`src/rtl/cte_pkg.sv`:
```
package cte_pkg;
  localparam int LUT_IN = 4;
  localparam int LUT_N  = 1 << LUT_IN;

  function automatic int idx_w(input int n);
    return (n > 1) ? $clog2(n) : 1;
  endfunction
endpackage

```
`src/rtl/cte_lut.sv`:
```
module cte_lut #(
  parameter int N_IN  = 24,
  parameter int SEL_W = 5
) (
  input  logic [N_IN-1:0]                    trig_in,
  input  logic [cte_pkg::LUT_IN*SEL_W-1:0]   sel,
  input  logic [cte_pkg::LUT_N-1:0]          tab,
  output logic                               lut_out
);
  logic [cte_pkg::LUT_IN-1:0] addr;

  generate
    for (genvar i = 0; i < cte_pkg::LUT_IN; i++) begin : g_addr
      assign addr[i] = trig_in[sel[i*SEL_W +: SEL_W]];
    end
  endgenerate

  assign lut_out = tab[addr];
endmodule

```
`src/rtl/cte_class.sv`:
```
module cte_class #(
  parameter int X_W   = 25,
  parameter int N_BCM = 4,
  parameter int N_RND = 2,
  parameter int BCM_W = 2,
  parameter int RND_W = 1,
  parameter int DS_W  = 8,
  parameter int CNT_W = 16
) (
  input  logic             clk,
  input  logic             rst_n,
  input  logic [X_W-1:0]   x_in,
  input  logic [X_W-1:0]   use_m,
  input  logic [X_W-1:0]   pol_m,
  input  logic [N_BCM-1:0] bc_mask,
  input  logic             bcm_en,
  input  logic [BCM_W-1:0] bcm_sel,
  input  logic [N_RND-1:0] rnd,
  input  logic             rnd_en,
  input  logic [RND_W-1:0] rnd_sel,
  input  logic             pf_ok,
  input  logic             pf_en,
  input  logic             daq_full,
  input  logic             rare,
  input  logic [DS_W-1:0]  div,
  output logic             fire,
  output logic [CNT_W-1:0] scl_match,
  output logic [CNT_W-1:0] scl_fired
);
  logic             hit;
  logic             gate_ok;
  logic             qual;
  logic             ds_last;
  logic [DS_W-1:0]  ds_q;
  logic [DS_W-1:0]  ds_d;
  logic [CNT_W-1:0] sm_d;
  logic [CNT_W-1:0] sf_d;

  // next-state logic
  always_comb begin
    hit     = (|use_m) && ((use_m & (x_in ^ pol_m)) == use_m);
    gate_ok = (!bcm_en   || bc_mask[bcm_sel]) &&
              (!rnd_en   || rnd[rnd_sel])     &&
              (!pf_en    || pf_ok)            &&
              (!daq_full || rare);
    qual    = hit && gate_ok;
    fire    = qual && (ds_q == '0);
    ds_last = ({1'b0, ds_q} + (DS_W+1)'(1)) >= {1'b0, div};
    ds_d    = ds_last ? '0 : ds_q + DS_W'(1);
    sm_d    = scl_match + CNT_W'(1);
    sf_d    = scl_fired + CNT_W'(1);
  end

  // registers with explicit clock enables
  always_ff @(posedge clk or negedge rst_n) begin
    if (!rst_n) begin
      ds_q <= '0;
    end else if (qual) begin
      ds_q <= ds_d;
    end
  end

  always_ff @(posedge clk or negedge rst_n) begin
    if (!rst_n) begin
      scl_match <= '0;
    end else if (hit) begin
      scl_match <= sm_d;
    end
  end

  always_ff @(posedge clk or negedge rst_n) begin
    if (!rst_n) begin
      scl_fired <= '0;
    end else if (fire) begin
      scl_fired <= sf_d;
    end
  end

  // with a divisor of two or more, no two consecutive fires
  p_ds_gap_r7: assert property (@(posedge clk) disable iff (!rst_n)
    (fire && div >= DS_W'(2)) |=> !fire);

  // fired scaler only moves together with the match scaler
  p_scl_order_r10: assert property (@(posedge clk) disable iff (!rst_n)
    !$stable(scl_fired) |-> !$stable(scl_match));
endmodule

```
`src/rtl/cte_cluster.sv`:
```
module cte_cluster #(
  parameter int N_CLS = 16,
  parameter int N_CLU = 6,
  parameter int CLU_W = 3
) (
  input  logic [N_CLS-1:0]       fired,
  input  logic [N_CLS*CLU_W-1:0] clu_map,
  output logic [N_CLU-1:0]       any_fired
);
  generate
    for (genvar k = 0; k < N_CLU; k++) begin : g_clu
      always_comb begin
        any_fired[k] = 1'b0;
        for (int c = 0; c < N_CLS; c++) begin
          if (fired[c] && (clu_map[c*CLU_W +: CLU_W] == CLU_W'(k)))
            any_fired[k] = 1'b1;
        end
      end
    end
  endgenerate
endmodule

```
`src/rtl/trig_class_eval.sv`:
```
module trig_class_eval #(
  parameter int N_IN  = 24,
  parameter int N_CLS = 16,
  parameter int N_CLU = 6,
  parameter int N_BCM = 4,
  parameter int N_RND = 2,
  parameter int DS_W  = 8,
  parameter int CNT_W = 16,
  localparam int X_W   = N_IN + 1,
  localparam int SEL_W = cte_pkg::idx_w(N_IN),
  localparam int BCM_W = cte_pkg::idx_w(N_BCM),
  localparam int RND_W = cte_pkg::idx_w(N_RND),
  localparam int CLU_W = cte_pkg::idx_w(N_CLU)
) (
  input  logic                             clk,
  input  logic                             rst_n,
  input  logic [N_IN-1:0]                  trig_in,
  input  logic [N_BCM-1:0]                 bc_mask,
  input  logic [N_RND-1:0]                 rnd_trig,
  input  logic                             pf_ok,
  input  logic                             daq_full,
  input  logic [cte_pkg::LUT_IN*SEL_W-1:0] lut_sel,
  input  logic [cte_pkg::LUT_N-1:0]        lut_tab,
  input  logic [N_CLS*X_W-1:0]             cls_use,
  input  logic [N_CLS*X_W-1:0]             cls_pol,
  input  logic [N_CLS-1:0]                 cls_bcm_en,
  input  logic [N_CLS*BCM_W-1:0]           cls_bcm_sel,
  input  logic [N_CLS-1:0]                 cls_rnd_en,
  input  logic [N_CLS*RND_W-1:0]           cls_rnd_sel,
  input  logic [N_CLS-1:0]                 cls_pf_en,
  input  logic [N_CLS-1:0]                 cls_rare,
  input  logic [N_CLS*DS_W-1:0]            cls_div,
  input  logic [N_CLS*CLU_W-1:0]           cls_clu,
  output logic [N_CLS-1:0]                 class_fired,
  output logic [N_CLU-1:0]                 cluster_fired,
  output logic [N_CLS*CNT_W-1:0]           scl_match,
  output logic [N_CLS*CNT_W-1:0]           scl_fired
);
  logic             rst_s0;
  logic             rst_core_n;
  logic             lut_bit;
  logic [X_W-1:0]   x_vec;
  logic [N_CLS-1:0] fire_d;
  logic [N_CLU-1:0] clu_d;

  // asynchronous assert, synchronous release
  always_ff @(posedge clk or negedge rst_n) begin
    if (!rst_n) begin
      rst_s0     <= 1'b0;
      rst_core_n <= 1'b0;
    end else begin
      rst_s0     <= 1'b1;
      rst_core_n <= rst_s0;
    end
  end

  cte_lut #(.N_IN(N_IN), .SEL_W(SEL_W)) u_lut (
    .trig_in (trig_in),
    .sel     (lut_sel),
    .tab     (lut_tab),
    .lut_out (lut_bit)
  );

  assign x_vec = {lut_bit, trig_in};

  generate
    for (genvar c = 0; c < N_CLS; c++) begin : g_cls
      cte_class #(
        .X_W(X_W), .N_BCM(N_BCM), .N_RND(N_RND), .BCM_W(BCM_W),
        .RND_W(RND_W), .DS_W(DS_W), .CNT_W(CNT_W)
      ) u_cls (
        .clk       (clk),
        .rst_n     (rst_core_n),
        .x_in      (x_vec),
        .use_m     (cls_use[c*X_W +: X_W]),
        .pol_m     (cls_pol[c*X_W +: X_W]),
        .bc_mask   (bc_mask),
        .bcm_en    (cls_bcm_en[c]),
        .bcm_sel   (cls_bcm_sel[c*BCM_W +: BCM_W]),
        .rnd       (rnd_trig),
        .rnd_en    (cls_rnd_en[c]),
        .rnd_sel   (cls_rnd_sel[c*RND_W +: RND_W]),
        .pf_ok     (pf_ok),
        .pf_en     (cls_pf_en[c]),
        .daq_full  (daq_full),
        .rare      (cls_rare[c]),
        .div       (cls_div[c*DS_W +: DS_W]),
        .fire      (fire_d[c]),
        .scl_match (scl_match[c*CNT_W +: CNT_W]),
        .scl_fired (scl_fired[c*CNT_W +: CNT_W])
      );

      // empty use mask never fires
      p_empty_r4: assert property (@(posedge clk) disable iff (!rst_core_n)
        (cls_use[c*X_W +: X_W] == '0) |=> !class_fired[c]);

      // non-rare classes are held back while buffers are full
      p_rare_r6: assert property (@(posedge clk) disable iff (!rst_core_n)
        (daq_full && !cls_rare[c]) |=> !class_fired[c]);

      // protection gate
      p_pf_r5: assert property (@(posedge clk) disable iff (!rst_core_n)
        (cls_pf_en[c] && !pf_ok) |=> !class_fired[c]);

      // a fired class appears on its cluster
      p_cluster_r9: assert property (@(posedge clk) disable iff (!rst_core_n)
        class_fired[c] |->
          (int'($past(cls_clu[c*CLU_W +: CLU_W])) >= N_CLU) ||
          cluster_fired[$past(cls_clu[c*CLU_W +: CLU_W])]);
    end
  endgenerate

  cte_cluster #(.N_CLS(N_CLS), .N_CLU(N_CLU), .CLU_W(CLU_W)) u_clu (
    .fired     (fire_d),
    .clu_map   (cls_clu),
    .any_fired (clu_d)
  );

  always_ff @(posedge clk or negedge rst_core_n) begin
    if (!rst_core_n) begin
      class_fired   <= '0;
      cluster_fired <= '0;
    end else begin
      class_fired   <= fire_d;
      cluster_fired <= clu_d;
    end
  end
endmodule

```
`config.mk`:
```
export PLATFORM = sky130hd
export DESIGN_NAME = trig_class_eval
export DESIGN_NICKNAME = d
export VERILOG_FILES = /design/src/rtl/cte_pkg.sv /design/src/rtl/cte_lut.sv /design/src/rtl/cte_class.sv /design/src/rtl/cte_cluster.sv /design/src/rtl/trig_class_eval.sv
export SDC_FILE = /design/constraint.sdc
export NUM_CORES = 2
export LEC_CHECK = 0
export BUFFER_PORTS_ARGS = -buffer_cell sky130_fd_sc_hd__buf_2
export CAP_MARGIN = 10
export CELL_PAD_IN_SITES_DETAIL_PLACEMENT = 1
export CELL_PAD_IN_SITES_GLOBAL_PLACEMENT = 2
export CORE_AREA = 2 2 657 659
export DETAILED_ROUTE_END_ITERATION = 10
export DIE_AREA = 0 0 659 661
export GPL_ROUTABILITY_DRIVEN = 0
export PLACE_DENSITY_LB_ADDON = 0.1
export SLEW_MARGIN = 25
export SYNTH_ARGS = -nofsm -noshare
export SYNTH_HDL_FRONTEND = slang
export SYNTH_SLANG_ARGS = --single-unit
```
`constraint.sdc`:
```
create_clock -name clk -period 25.3 [get_ports clk]
set_input_delay 2.53 -clock clk [delete_from_list [all_inputs] [get_ports clk]]
set_output_delay 2.53 -clock clk [all_outputs]
set_load 0.005 [all_outputs]
```
* After elaboration in Yosys (flattened, before gate mapping)
Index checks and enable logic that the tools add are counted.
** Cells by class
- $add $sub $neg :: 64
- $lt $le $gt $ge :: 53
- Equal/unequal tests :: 96
- Muxes and demuxes :: 186
- Bitwise gates (word level) :: 32
- Reductions and logical operators :: 353
** Operators with widths (count)
- $add A16 B1 Y16 const B :: 32
- $and A25 B25 Y25 :: 16
- $eq A25 B25 Y1 :: 16
- $reduce_or A25 Y1 :: 16
- $xor A25 B25 Y25 :: 16
- $logic_and A1 B1 Y1 :: 192
- $mux W1 :: 149
- $add A8 B1 Y9 const B :: 16
- $ge A9 B8 Y1 :: 16
- $add A8 B1 Y8 const B :: 16
- $logic_not A8 Y1 :: 16
- $mux W8 :: 16
- $eq A3 B2 Y1 const B :: 32
- $eq A3 B3 Y1 const B :: 32
- $logic_or A1 B1 Y1 :: 64
- $logic_not A1 Y1 :: 49
- $eq A3 B1 Y1 const B :: 16
- $logic_not A3 Y1 :: 16
- $lt A2 B3 Y1 const B :: 16
- $bmux W1 S2 :: 16
- $lt A1 B2 Y1 const B :: 16
- $lt A5 B6 Y1 const B :: 4
- $bmux W1 S5 :: 4
- $lt A4 B5 Y1 const B :: 1
- $bmux W1 S4 :: 1
** Storage, ports and cells
- Register bits :: 664
- Output and inout bits :: 534

* Longest topological paths before layout
- Depth in word-level cells :: 27
- Depth in mapped cells :: 15

* Hierarchy
A second synthesis with hierarchy kept.
** Second synthesis, totals
- Cells, all modules :: 4914
- Area, all modules :: 48561.6 µm²
** By module, submodules not included
- cte_class at g_cls[0].u_cls ... :: times used 15, cells an instance 290, area each 2860.2 µm²
- cte_class at g_cls[2].u_cls :: times used 1, cells an instance 290, area each 2870.3 µm²
- cte_cluster :: times used 1, cells an instance 143, area each 1096.1 µm²
- cte_lut :: times used 1, cells an instance 106, area each 1087.3 µm²
- trig_class_eval :: times used 1, cells an instance 25, area each 604.3 µm²

* Worst setup path after synthesis
Ideal clock, no wire load.
- Kind :: in2reg
- Start :: input lut_sel[15] (netlist name)
- End :: register cluster_fired[2]
- Library setup time :: 0.139 ns
- Arrival time :: 5.751 ns
- Path slack :: 19.410 ns
- Cell stages on the path :: 11
- Buffers on the path :: 3
- Path through :: buf_2 mux4_2 mux2_2 o311ai_1 mux4_2 buf_6 mux2_1 buf_2 nand2_2 o2111ai_1 or4_1
** On the way
- Longest elaborated chain between the ends :: 27
- Elaborated cells on any way between the ends :: 132
- Classes of those cells :: eq/ne: 16; mux: 20; bitwise: 32; reduce/logical: 64
** Ends and longest elaborated chain
- start, declared :: line trig_class_eval.sv:22 : input logic [cte_pkg::LUT_IN*SEL_W-1:0] lut_sel,
- $bmux W1 S5 (*) :: line cte_lut.sv:14 : assign addr[i] = trig_in[sel[i*SEL_W +: SEL_W]];
- $mux W1 (implied by the code) (*) :: line cte_lut.sv:14
- $bmux W1 S4 (*) :: line cte_lut.sv:18 : assign lut_out = tab[addr];
- $mux W1 (implied by the code) (*) :: line cte_lut.sv:18
- $xor A25 B25 Y25 :: line cte_class.sv:41 : hit = (|use_m) && ((use_m & (x_in ^ pol_m)) == use_m);
- $and A25 B25 Y25 :: line cte_class.sv:41
- $eq A25 B25 Y1 :: line cte_class.sv:41
- $logic_and A1 B1 Y1 :: line cte_class.sv:41
- $logic_and A1 B1 Y1 :: line cte_class.sv:46 : qual = hit && gate_ok;
- $logic_and A1 B1 Y1 :: line cte_class.sv:47 : fire = qual && (ds_q == '0);
- $logic_and A1 B1 Y1 :: line cte_cluster.sv:15 : if (fired[c] && (clu_map[c*CLU_W +: CLU_W] == CLU_W'(k)))
- $mux W1 (15 in a row) :: line cte_cluster.sv:15
- $mux W1 (*) :: line cte_cluster.sv:15
- net clu_d[2] :: line trig_class_eval.sv:44 : logic [N_CLU-1:0] clu_d;
- end signal, assigned :: line trig_class_eval.sv:125 : cluster_fired <= clu_d;
- end, declared :: line trig_class_eval.sv:35 : output logic [N_CLU-1:0] cluster_fired,
The timed path passes the listed nets; every way through them passes the cells marked *. The select of a mux whose other input is x is not followed.
A chain may end at the register's enable or synchronous reset.

* Final worst setup path
- Start :: input trig_in[7]
- End :: register g_cls[15].u_cls.scl_fired[1]
** On the way
- Longest elaborated chain between the ends :: 10
- Elaborated cells on any way between the ends :: 16
- Classes of those cells :: eq/ne: 1; mux: 10; bitwise: 2; reduce/logical: 3
** Ends and longest elaborated chain
- start, declared :: line trig_class_eval.sv:17 : input logic [N_IN-1:0] trig_in,
- $bmux W1 S5 :: line cte_lut.sv:14
- $mux W1 (implied by the code) :: line cte_lut.sv:14
- $bmux W1 S4 :: line cte_lut.sv:18
- $mux W1 (implied by the code) :: line cte_lut.sv:18
- $xor A25 B25 Y25 (*) :: line cte_class.sv:41
- $and A25 B25 Y25 (*) :: line cte_class.sv:41
- $eq A25 B25 Y1 (*) :: line cte_class.sv:41
- $logic_and A1 B1 Y1 (*) :: line cte_class.sv:41
- $logic_and A1 B1 Y1 (*) :: line cte_class.sv:46
- $logic_and A1 B1 Y1 (*) :: line cte_class.sv:47
- net g_cls[15].u_cls.fire :: line cte_class.sv:26 : output logic fire,
- end signal, assigned :: line cte_class.sv:73 : scl_fired <= '0;
- end signal, assigned :: line cte_class.sv:75 : scl_fired <= sf_d;
- end, declared :: line cte_class.sv:28 : output logic [CNT_W-1:0] scl_fired
Marks and branches as above.

==> flow_metrics.env <==
export IMPL_synthToLayoutAreaGrowth_pct=43.6
export IMPL_post_route_period_util_pct=28.4
export IMPL_ctsResizeCount=0
export IMPL_max_slew_margin_pct=15.8
export IMPL_finalSetupTns_ps=0
export IMPL_status="complete, no violations"
export IMPL_power_density_mw_per_mm2=49.4
export IMPL_dr_pass1_iters=9
export IMPL_slew_violations=0
export IMPL_worstPathMaxFanout=22
export IMPL_cts_buffers_inserted=108
export IMPL_synth_area_leaders="dfrtp_1 (37%), xnor2_1 (13%), ha_1 (5.3%)"
export IMPL_internal_power_w=0.00215
export IMPL_final_cell_mix="buf_2 (1691), dfrtp_1 (663), xnor2_1 (661), nand2_1 (489), nand3_1 (389)"
export IMPL_cts_tree="built"
export IMPL_die_h_um=661
export IMPL_totalWireLength_um=438000
export IMPL_fmax_ghz=0.139
export IMPL_p_sw_w=0.00107
export IMPL_drv_cap=0
export IMPL_path_clk_slew_ps=60
export IMPL_start_util_pct=10.6
export IMPL_post_cts_setup_buffers=0
export IMPL_syn_avg_cell_area_um2=9.26
export IMPL_drive_above_1_share_pct=31.4
export IMPL_ant_nets=0
export IMPL_synthCells=4900
export IMPL_overflow=0
export IMPL_synthFlopType="dfrtp_1"
export IMPL_rsz0062_at_grt="no"
export IMPL_clockRootBuffer="clkbuf_16"
export IMPL_worstPathArrival_ps=7880
export IMPL_endpoint_kind="flop"
export IMPL_layout_commonest_cell="buf_2"
export IMPL_synth_top_area_share_pct=36.6
export IMPL_drtIter0Drc=3419
export IMPL_route_detailed_drc=0
export IMPL_ys_warn_count=0
export IMPL_io_buffer_count=1691
export IMPL_synth_edf_count=0
export IMPL_pin_count=1692
export IMPL_setup_violations=0
export IMPL_htreeDepth=3
export IMPL_grt_pass1_vias=51337
export IMPL_hp_class="reg -> async"
export IMPL_hold_viol_final=0
export IMPL_sw_frac_of_total_pct=33.1
export IMPL_max_stage_delay_ps=1040
export IMPL_vias=49330
export IMPL_required_ps=26000
export IMPL_clock_latency_ps=900
export IMPL_yosysTopAreaCell="dfrtp_1"
export IMPL_yosys_cell_types_count=88
export IMPL_clock_path_buffers=4
export IMPL_stdcell_area_mm2=0.0652
export IMPL_syn_area_mm2=0.0454
export IMPL_syn_nets=6250
export IMPL_vias_per_cell=3.93
export IMPL_grt_use_total_pct=19.5
export IMPL_routedWlPerCell_um=34.9
export IMPL_combPwrFrac_pct=19.1
export IMPL_cts_sinks=664
export IMPL_p_leak_nw=31.2
export IMPL_antenna_found_initial=386
export IMPL_p_clk_share_pct=47.4
export IMPL_async_reset_ff_share_pct=100
export IMPL_crit_slowest_cell="mux4_4"
export IMPL_cts_hold_buf=0
export IMPL_grt_max_degree=138
export IMPL_seq_area_frac_synth_pct=36.6
export IMPL_grt_pass1_wl_um=557000
export IMPL_finalCriticalPeriod_ps=7180
export IMPL_ys_ff_latch=664
export IMPL_p_seq_share_pct=33.4
export IMPL_rows=241
export IMPL_core_area_mm2=0.429
export IMPL_tightest_slew_ps=1250
export IMPL_num_nets_final=8021
export IMPL_placed_area_mm2=0.0614
export IMPL_clock_skew_ps=101
export IMPL_die_area_mm2=0.436
export IMPL_crit_chain="buf_2 > mux2i_1 > a311o_1 > o31ai_2 > or2_1 > o32ai_1 > mux4_4 > mux2_1 > nand2_1 > nor2_1 > mux2_2"
export IMPL_place_hpwl_um=381000
export IMPL_critPathLaunchType="primary input"
export IMPL_peakVddDrop_uv=46.5
export IMPL_worstSetupPathType="in -> reg"
export IMPL_fillCellCount=50540
export IMPL_die_w_um=659
[kinds of logic (layout without fill, tap and decap cells)]
logic type	count (synthesis)	in the layout	synth area share [%]
other cells	1	95	0.00826
buf+inv	401	2252	3.58
xor+xnor	944	944	18.2
simple gates	2045	2045	23.8
compound gates	527	527	8.41
mux	126	126	4.10
fa+ha+maj	192	192	5.29
flops	664	664	36.6
[worst paths after layout]
path / cells past startpoint / slack, ps / to / from
setup / recovery: 11 / 18120 / g_cls[15].u_cls.scl_fired[1] / trig_in[7]
hold / removal: 0 / 340 / g_cls[13].u_cls.scl_fired[7] / rst_core_n
setup reg to reg: 4 / 21250 / g_cls[4].u_cls.scl_match[14] / rst_core_n
hold reg to reg: 0 / 340 / g_cls[13].u_cls.scl_fired[7] / rst_core_n
max in group asynchronous: 4 / 21250 / g_cls[4].u_cls.scl_match[14] / rst_core_n
min in group clk: 0 / 350 / rst_core_n / rst_s0
[worst max-delay path, delay by kind of cell]
kind | cells | cell delay (ps)
AND/OR/NAND/NOR | 3 | 1340
AO/OA/AOI/OAI | 3 | 980
multiplexers | 4 | 2250
buffers and inverters | 1 | 600
[routing by layer]
| metal | global-route usage, % | vias to the layer above | share of wire [%] |
|---|---|---|---|
| li1 | - | 21139 | - |
| met1 | 23.3 | 24937 | 41 |
| met2 | 33.1 | 2205 | 48 |
| met3 | 6.30 | 881 | 8.3 |
| met4 | 5.45 | 168 | 3.3 |
| met5 | 0 | - | 0.25 |
[cell type report]
type                    count  area, µm²  share of cell area [%]
diodes                     94        235                   0.361
clock inverters            31        293                   0.449
clock buffers             159       3140                    4.81
repair buffers           1779       9190                    14.1
inverters                 283       1060                    1.63
well taps                5710       7140                    11.0
multi-input cells        3835      27500                    42.2
flip-flops and latches    664      16600                    25.5
[power by group through the flow]
stage,clock network (W),registers [W],logic (W)
floorplan,0,0.00111,0.000207
global placement,0,0.00110,0.000618
detailed placement,0,0.00110,0.000619
CTS,0.00162,0.00108,0.000621
global route,0.00164,0.00108,0.000650
finish,0.00153,0.00108,0.000617
[cells in the mapped netlist (12+ instances only)]
cell        n
a21o_1    114
a21oi_1    42
a22o_1     23
a22oi_1   152
and2_1     44
and3_1    136
and4_1     13
buf_2      69
clkbuf_1   41
dfrtp_1   664
ha_1      192
inv_1     283
mux2_2     46
mux2i_1    28
mux4_2     40
nand2_1   490
nand2b_1   71
nand3_1   389
nand3b_1   25
nand4_1   189
nor2_1    214
nor2b_1    22
nor3_1    145
nor3b_1    12
nor4_1    173
nor4b_1    47
o21ai_0    68
or4_1      27
xnor2_1   673
xor2_1    271
[flip-flops by register name, summed over array words and instances (netlist names)]
name                   flops
g_cls.u_cls.ds_q         128
cluster_fired              6
rst_core_n                 1
g_cls.u_cls.scl_fired    256
rst_s0                     1
class_fired               16
g_cls.u_cls.scl_match    256
[stage by stage]
stage	total power [W]	hold slack [ps]	utilization, %	setup slack [ps]	std cells
5_1_grt	0.00337	367	15.2	17900	12515
4_1_cts	0.00332	351	15.1	18100	12460
3_3_place_gp	0.00171	335	14.3	17240	12269
3_5_place_dp	0.00172	337	14.3	17190	12270
6_report	0.00322	343	15.2	18120	12555
2_1_floorplan	0.00132	331	-	5420	4900
(Power assumes the default switching activity.)
